File: config.mk
export PLATFORM = sky130hd
export DESIGN_NAME = smbh_regbank
export DESIGN_NICKNAME = d
export VERILOG_FILES = /design/src/rtl/smbh_pkg.sv /design/src/rtl/smbh_decode.sv /design/src/rtl/smbh_status.sv /design/src/rtl/smbh_blkbuf.sv /design/src/rtl/smbh_regbank.sv
export SDC_FILE = /design/constraint.sdc
export NUM_CORES = 1
export LEC_CHECK = 0
export ABC_AREA = 1
export ABC_CLOCK_PERIOD_IN_PS = 4600
export BUFFER_PORTS_ARGS = -buffer_cell sky130_fd_sc_hd__buf_2
export CAP_MARGIN = 30
export CORE_MARGIN = 4
export CORE_UTILIZATION = 35
export DETAILED_ROUTE_END_ITERATION = 8
export PLACE_DENSITY = 0.61
export SLEW_MARGIN = 15
export SYNTH_ARGS = -nofsm -noshare
export SYNTH_HDL_FRONTEND = slang
export SYNTH_HIERARCHICAL = 1
export SYNTH_SLANG_ARGS = --single-unit
File: constraint.sdc
create_clock -name clk -period 4.6 [get_ports clk]
set_input_delay 0.92 -clock clk [delete_from_list [all_inputs] [get_ports clk]]
set_output_delay 0.92 -clock clk [all_outputs]
set_load 0.005 [all_outputs]
File: src/rtl/smbh_pkg.sv
package smbh_pkg;

    localparam logic [7:0] OFF_STS = 8'h00;
    localparam logic [7:0] OFF_CTL = 8'h02;
    localparam logic [7:0] OFF_CMD = 8'h03;
    localparam logic [7:0] OFF_ADR = 8'h04;
    localparam logic [7:0] OFF_D0  = 8'h05;
    localparam logic [7:0] OFF_D1  = 8'h06;
    localparam logic [7:0] OFF_BLK = 8'h07;

    localparam int SB_BUSY   = 0;
    localparam int SB_INTR   = 1;
    localparam int SB_DEVERR = 2;
    localparam int SB_BUSERR = 3;
    localparam int SB_FAIL   = 4;
    localparam int SB_DONE   = 7;

    localparam int         CTL_GO_BIT  = 6;
    localparam logic [7:0] CTL_RD_MASK = 8'h1F;

    typedef enum logic [2:0] {
        REG_NONE,
        REG_STS,
        REG_CTL,
        REG_CMD,
        REG_ADR,
        REG_D0,
        REG_D1,
        REG_BLK
    } smbh_reg_e;

    typedef struct packed {
        logic done;
        logic dev_err;
        logic bus_err;
        logic failed;
    } smbh_evt_t;

    function automatic smbh_reg_e smbh_lookup(input logic [7:0] off);
        case (off)
            OFF_STS: return REG_STS;
            OFF_CTL: return REG_CTL;
            OFF_CMD: return REG_CMD;
            OFF_ADR: return REG_ADR;
            OFF_D0:  return REG_D0;
            OFF_D1:  return REG_D1;
            OFF_BLK: return REG_BLK;
            default: return REG_NONE;
        endcase
    endfunction

    function automatic logic [7:0] smbh_set_mask(input smbh_evt_t e, input logic go);
        logic [7:0] m;
        m = 8'h00;
        m[SB_DONE]   = e.done;
        m[SB_INTR]   = e.done;
        m[SB_DEVERR] = e.dev_err;
        m[SB_BUSERR] = e.bus_err;
        m[SB_FAIL]   = e.failed;
        m[SB_BUSY]   = go;
        return m;
    endfunction

endpackage

File: src/rtl/smbh_decode.sv
module smbh_decode
    import smbh_pkg::*;
#(
    parameter int ADDR_W = 4
) (
    input  logic [ADDR_W-1:0] bus_addr,
    output smbh_reg_e         reg_sel
);
    logic [7:0] off;

    generate
        if (ADDR_W > 8) begin : g_wide
            assign off = (|bus_addr[ADDR_W-1:8]) ? 8'hFF : bus_addr[7:0];
        end else begin : g_narrow
            assign off = 8'(bus_addr);
        end
    endgenerate

    assign reg_sel = smbh_lookup(off);
endmodule

File: src/rtl/smbh_status.sv
module smbh_status
    import smbh_pkg::*;
(
    input  logic       clk,
    input  logic       rst,
    input  logic       clr_en,
    input  logic [7:0] clr_mask,
    input  logic       go,
    input  smbh_evt_t  evt,
    output logic [7:0] stat
);
    logic [7:0] stat_q;
    logic [7:0] stat_d;

    always_comb begin
        stat_d = stat_q;
        if (clr_en) begin
            stat_d = stat_d & ~clr_mask;
        end
        if (|evt) begin
            stat_d[SB_BUSY] = 1'b0;
        end
        stat_d = stat_d | smbh_set_mask(evt, go);
    end

    always_ff @(posedge clk) begin
        if (rst) begin
            stat_q <= 8'h00;
        end else begin
            stat_q <= stat_d;
        end
    end

    assign stat = stat_q;
endmodule

File: src/rtl/smbh_blkbuf.sv
module smbh_blkbuf #(
    parameter int DEPTH = 32,
    parameter int DW    = 8,
    localparam int PTR_W = $clog2(DEPTH)
) (
    input  logic             clk,
    input  logic             rst,
    input  logic             host_acc,
    input  logic             host_we,
    input  logic [DW-1:0]    host_wdata,
    input  logic             ptr_clr,
    input  logic             eng_we,
    input  logic [PTR_W-1:0] eng_idx,
    input  logic [DW-1:0]    eng_wdata,
    output logic [DW-1:0]    host_rdata,
    output logic [DW-1:0]    eng_rdata,
    output logic [PTR_W-1:0] ptr
);
    localparam logic [PTR_W-1:0] LAST = PTR_W'(DEPTH - 1);

    logic [DW-1:0]    mem [DEPTH];
    logic [PTR_W-1:0] ptr_q;

    generate
        for (genvar i = 0; i < DEPTH; i++) begin : g_entry
            always_ff @(posedge clk) begin
                if (rst) begin
                    mem[i] <= '0;
                end else if (eng_we && eng_idx == PTR_W'(i)) begin
                    mem[i] <= eng_wdata;
                end else if (host_acc && host_we && ptr_q == PTR_W'(i)) begin
                    mem[i] <= host_wdata;
                end
            end
        end
    endgenerate

    always_ff @(posedge clk) begin
        if (rst) begin
            ptr_q <= '0;
        end else if (ptr_clr) begin
            ptr_q <= '0;
        end else if (host_acc) begin
            ptr_q <= (ptr_q == LAST) ? '0 : ptr_q + 1'b1;
        end
    end

    assign host_rdata = mem[ptr_q];
    assign eng_rdata  = mem[eng_idx];
    assign ptr        = ptr_q;
endmodule

File: src/rtl/smbh_regbank.sv
module smbh_regbank
    import smbh_pkg::*;
#(
    parameter int ADDR_W    = 4,
    parameter int BLK_DEPTH = 32,
    localparam int PTR_W    = $clog2(BLK_DEPTH)
) (
    input  logic              clk,
    input  logic              rst,
    input  logic              bus_sel,
    input  logic              bus_wr,
    input  logic [ADDR_W-1:0] bus_addr,
    input  logic [7:0]        bus_wdata,
    output logic [7:0]        bus_rdata,
    output logic              irq,
    output logic              eng_start,
    output logic [2:0]        eng_proto,
    output logic [6:0]        eng_slave,
    output logic              eng_dir_rd,
    output logic [7:0]        eng_cmd,
    output logic [7:0]        eng_wd0,
    output logic [7:0]        eng_wd1,
    input  logic              eng_done,
    input  logic              eng_dev_err,
    input  logic              eng_bus_err,
    input  logic              eng_failed,
    input  logic              eng_ld0,
    input  logic              eng_ld1,
    input  logic [7:0]        eng_ret0,
    input  logic [7:0]        eng_ret1,
    input  logic              eng_blk_we,
    input  logic [PTR_W-1:0]  eng_blk_idx,
    input  logic [7:0]        eng_blk_wdata,
    output logic [7:0]        eng_blk_rdata
);
    smbh_reg_e        rsel;
    logic             wr_acc;
    logic             rd_acc;
    logic             go_req;
    logic [7:0]       ctl_q;
    logic [7:0]       cmd_q;
    logic [7:0]       adr_q;
    logic [7:0]       d0_q;
    logic [7:0]       d1_q;
    logic             start_q;
    logic [7:0]       stat_q;
    logic [7:0]       blk_rdata;
    logic [PTR_W-1:0] blk_ptr;
    smbh_evt_t        evt;

    smbh_decode #(.ADDR_W(ADDR_W)) u_dec (
        .bus_addr (bus_addr),
        .reg_sel  (rsel)
    );

    assign wr_acc = bus_sel && bus_wr;
    assign rd_acc = bus_sel && !bus_wr;
    assign go_req = wr_acc && (rsel == REG_CTL) && bus_wdata[CTL_GO_BIT];

    assign evt = '{done: eng_done, dev_err: eng_dev_err,
                   bus_err: eng_bus_err, failed: eng_failed};

    smbh_status u_sts (
        .clk      (clk),
        .rst      (rst),
        .clr_en   (wr_acc && (rsel == REG_STS)),
        .clr_mask (bus_wdata),
        .go       (go_req),
        .evt      (evt),
        .stat     (stat_q)
    );

    smbh_blkbuf #(.DEPTH(BLK_DEPTH), .DW(8)) u_blk (
        .clk        (clk),
        .rst        (rst),
        .host_acc   (bus_sel && (rsel == REG_BLK)),
        .host_we    (bus_wr),
        .host_wdata (bus_wdata),
        .ptr_clr    ((wr_acc && (rsel == REG_STS)) || (rd_acc && (rsel == REG_CTL))),
        .eng_we     (eng_blk_we),
        .eng_idx    (eng_blk_idx),
        .eng_wdata  (eng_blk_wdata),
        .host_rdata (blk_rdata),
        .eng_rdata  (eng_blk_rdata),
        .ptr        (blk_ptr)
    );

    always_ff @(posedge clk) begin
        if (rst) begin
            ctl_q   <= 8'h00;
            cmd_q   <= 8'h00;
            adr_q   <= 8'h00;
            d0_q    <= 8'h00;
            d1_q    <= 8'h00;
            start_q <= 1'b0;
        end else begin
            start_q <= go_req;
            if (wr_acc) begin
                case (rsel)
                    REG_CTL: ctl_q <= bus_wdata;
                    REG_CMD: cmd_q <= bus_wdata;
                    REG_ADR: adr_q <= bus_wdata;
                    default: ;
                endcase
            end
            if (eng_ld0) begin
                d0_q <= eng_ret0;
            end else if (wr_acc && rsel == REG_D0) begin
                d0_q <= bus_wdata;
            end
            if (eng_ld1) begin
                d1_q <= eng_ret1;
            end else if (wr_acc && rsel == REG_D1) begin
                d1_q <= bus_wdata;
            end
        end
    end

    always_comb begin
        bus_rdata = 8'h00;
        if (rd_acc) begin
            case (rsel)
                REG_STS: bus_rdata = stat_q;
                REG_CTL: bus_rdata = ctl_q & CTL_RD_MASK;
                REG_CMD: bus_rdata = cmd_q;
                REG_ADR: bus_rdata = adr_q;
                REG_D0:  bus_rdata = d0_q;
                REG_D1:  bus_rdata = d1_q;
                REG_BLK: bus_rdata = blk_rdata;
                default: bus_rdata = 8'h00;
            endcase
        end
    end

    assign irq        = stat_q[SB_INTR];
    assign eng_start  = start_q;
    assign eng_proto  = ctl_q[4:2];
    assign eng_slave  = adr_q[7:1];
    assign eng_dir_rd = adr_q[0];
    assign eng_cmd    = cmd_q;
    assign eng_wd0    = d0_q;
    assign eng_wd1    = d1_q;
endmodule

==> flow_summary.json <==
{
  "r2r_setup_slack_ns": 2.14,
  "firstDrtPassIters": 5,
  "regToRegEndpoint": "u_blk/mem[31][7]$_DFFE_PP_",
  "rr_worst_depth": 6,
  "grtUsageTotal_pct": 26.6,
  "synth-seq-cells": 312,
  "grt_overflow": 0,
  "p_leak_nw": 8.89,
  "rsz0062_at_grt": "no",
  "area_delta_synth_final_pct": 11.7,
  "start_util_pct": 35.4,
  "cpMostUsedCell": "nand2_1",
  "path_cells": "buf_4 -> nand3_1 -> nand3_1 -> nand2_1 -> nand2_1 -> nand2_1 -> nand2_1 -> nand2_1 -> nand4_1 -> nand2_1 -> nor2_1 -> a21oi_1 -> buf_2",
  "portBuffers": 104,
  "worst_path_max_delay_cell": "buf_4",
  "root_buffer": "clkbuf_16",
  "grt_first_pass_wirelength_um": 120000,
  "totalWireLength_um": 81500,
  "gp_congestion": 0.975,
  "core_um2": 53900,
  "wl_per_cell_um": 24.5,
  "power_density_nw_per_um2": 331,
  "final.setup.tns_ns": 0,
  "utilization_pct": 39.6,
  "required_ns": 3.68,
  "slew_headroom_pct": 28.6,
  "postCtsHoldBufs": 0,
  "fill_cells": 5481,
  "ys_types": 29,
  "finalSetupViolCount": 0,
  "grt_max_degree": 81,
  "hp-start": "u_sts/stat[5]$_SDFFE_PP0P_",
  "via_per_inst": 6.00,
  "drt_iter0_drc": 2943,
  "first_global_vias": 18600,
  "crit_type": "reg -> out",
  "cap_violations": 0,
  "die_h_um": 242,
  "cts.repair.resized": 0,
  "nets": 2656,
  "hpwl_um": 53900,
  "syn-num-nets": 2665,
  "syn_area_um2": 19100,
  "ios": 105,
  "hold_viol_final": 0,
  "finalCritPeriodShare_pct": 90.5,
  "vias": 19900,
  "cts_setup_buffers": 0,
  "cts.sinks": 312,
  "holdWs_ns": 0.435,
  "fp.dieW_um": 242,
  "ys_seq_area_share_pct": 46.1,
  "status": "completed",
  "antenna_found_initial": 2,
  "yosys_warnings": 6,
  "drcViolationCount": 0,
  "clock_latency_ns": 0.57,
  "cts_buffers": 38,
  "fin_crit_ns": 4.16,
  "r2r-start": "u_blk/ptr[0]$_SDFFE_PP0P_",
  "design.die.area_um2": 58400,
  "arrival_ns": 3.24,
  "min_to": "u_sts/stat[5]$_SDFFE_PP0P_",
  "cts_buffer_depth": 3,
  "clkSlewWorstSetupHoldPaths_ns": 0.06,
  "cts_tree": "yes",
  "placementRows": 85,
  "cp_slowest_stage_delay_ns": 0.72,
  "avgSynthCellArea_um2": 7.33,
  "ant_nets": 0,
  "crit_path_start_kind": "flip-flop",
  "synthesis.instances": 2607,
  "fin_skew_ns": 0.0221,
  "hold_class": "reg -> reg",
  "ir_worst_vdd_v": 0.000218,
  "slew_violations": 0,
  "endpoint_kind": "output port",
  "worst_pin_slew_ns": 1.07,
  "htree_levels": 2,
  "drive_above_1_share_pct": 10.7,
  "fmaxAchievable_mhz": 240,
  "min_path_cells": 2,
  "cp_max_fo": 64
}
-- critical path, delay by kind of cell, from the launching register on --
kind                   cells  cell delay [ns]
AOI/OAI and AO/OA          1             0.10
buffers and inverters      2             0.85
DFF                        1             0.33
and+or+nand+nor           10             1.36
-- kinds of logic (layout without fill, tap and decap cells) --
| family | Yosys count | count (layout) | share of synthesized area, % |
|---|---|---|---|
| other | 0 | 2 | 0 |
| adders and majority gates | 6 | 6 | 0.393 |
| buffers and inverters | 313 | 331 | 7.04 |
| and+or+nand+nor | 1626 | 1626 | 35.6 |
| DFF | 312 | 312 | 46.1 |
| AOI/OAI and AO/OA | 350 | 350 | 10.9 |
-- layer usage --
metal	up-vias	routed length (µm)	GRT usage (%)
li1	8881	-	-
met1	9429	31300	34.7
met2	1356	37200	42.6
met3	264	8510	4.48
met4	0	4510	13.9
met5	-	0	0
-- state kept, by name, summed over array words and instances, names as in the netlist, named ones only --
register    count
eng_wd0         8
u_blk/mem     256
u_sts/stat      8
eng_start       1
eng_wd1         8
eng_cmd         8
adr_q           8
u_blk/ptr       5
ctl_q           5
-- power by group --
group          internal [mW]  total, mW  switching (mW)
registers               3.15       3.22          0.0752
logic                  0.191      0.795           0.604
clock network           1.79       3.05            1.26
total                   5.13       7.07            1.94
-- layout make-up --
cell class	count	area [µm²]	share of cell area [%]
timing repair buffer	144	1010	4.71
antenna	2	5.00	0.0234
clock inverter	20	184	0.862
multi-input combinational	1982	8970	42.0
tap	696	871	4.08
clock buffer	47	1050	4.92
sequential	312	8810	41.3
inverter	120	452	2.12
-- cell usage after synthesis (all sizes together) --
library cell	count	share of area, %
a211oi	1	0.039
a21oi	57	1.5
buf	93	2.7
clkbuf	100	2.0
dfxtp	56	5.9
edfxtp	256	40
ha	6	0.39
inv	120	2.4
nand2	1091	22
nand3	326	8.8
nand4	52	1.7
nor2	150	3.3
nor3	5	0.13
nor4	1	0.033
o21a	1	0.039
o21ai	42	1.1
o22ai	249	8.2
or2	1	0.033
-- worst max-delay path by stage --
stage / end / slack [ns] / cells past startpoint
finish: bus_rdata[3] / 0.44 / 13
global route: bus_rdata[6] / 0.33 / 15
floorplan: u_blk/mem[4][0]$_DFFE_PP_ / 1.03 / 12
detailed placement: u_blk/mem[13][3]$_DFFE_PP_ / 0.72 / 12
global placement: u_blk/mem[14][2]$_DFFE_PP_ / 0.79 / 12
CTS: bus_rdata[6] / 0.53 / 15
-- cell usage in the layout, fill, tap and decap left out --
cell / netlist / final
a211oi_1: 1 / 1
a21oi_1: 55 / 55
a21oi_2: 2 / 2
buf_12: 0 / 13
buf_16: 0 / 1
buf_2: 61 / 103
buf_4: 11 / 27
bufinv_16: 0 / 3
clkbuf_1: 100 / 3
clkbuf_16: 0 / 39
clkbuf_4: 0 / 1
clkbuf_8: 0 / 4
clkinv_1: 0 / 2
clkinv_2: 0 / 12
clkinvlp_4: 0 / 3
dfxtp_1: 56 / 54
dfxtp_2: 0 / 1
dfxtp_4: 0 / 1
diode_2: 0 / 2
edfxtp_1: 256 / 256
ha_1: 6 / 6
inv_1: 111 / 95
inv_2: 9 / 24
inv_6: 0 / 1
nand2_1: 1078 / 1078
nand2_2: 13 / 13
nand3_1: 315 / 315
nand3_2: 11 / 11
nand4_1: 52 / 52
nor2_1: 133 / 129
nor2_2: 12 / 16
nor2_4: 5 / 5
nor3_1: 5 / 5
nor4_1: 1 / 1
o21a_1: 1 / 1
o21ai_0: 34 / 34
o21ai_1: 8 / 8
o22ai_1: 249 / 249
or2_2: 1 / 1
-- through the flow --
| step | total power [mW] | instance area, µm² | instances | worst slack [ns] |
|---|---|---|---|---|
| floorplan | 3.70 | 19100 | 2607 | 1.03 |
| global placement | 4.03 | 20000 | 3247 | 0.791 |
| detailed placement | 4.04 | 20100 | 3251 | 0.723 |
| CTS | 7.07 | 21300 | 3318 | 0.530 |
| global route | 7.26 | 21300 | 3323 | 0.334 |
| finish | 7.07 | 21300 | 3323 | 0.439 |
No activity file was read; power rests on OpenSTA's default activity.
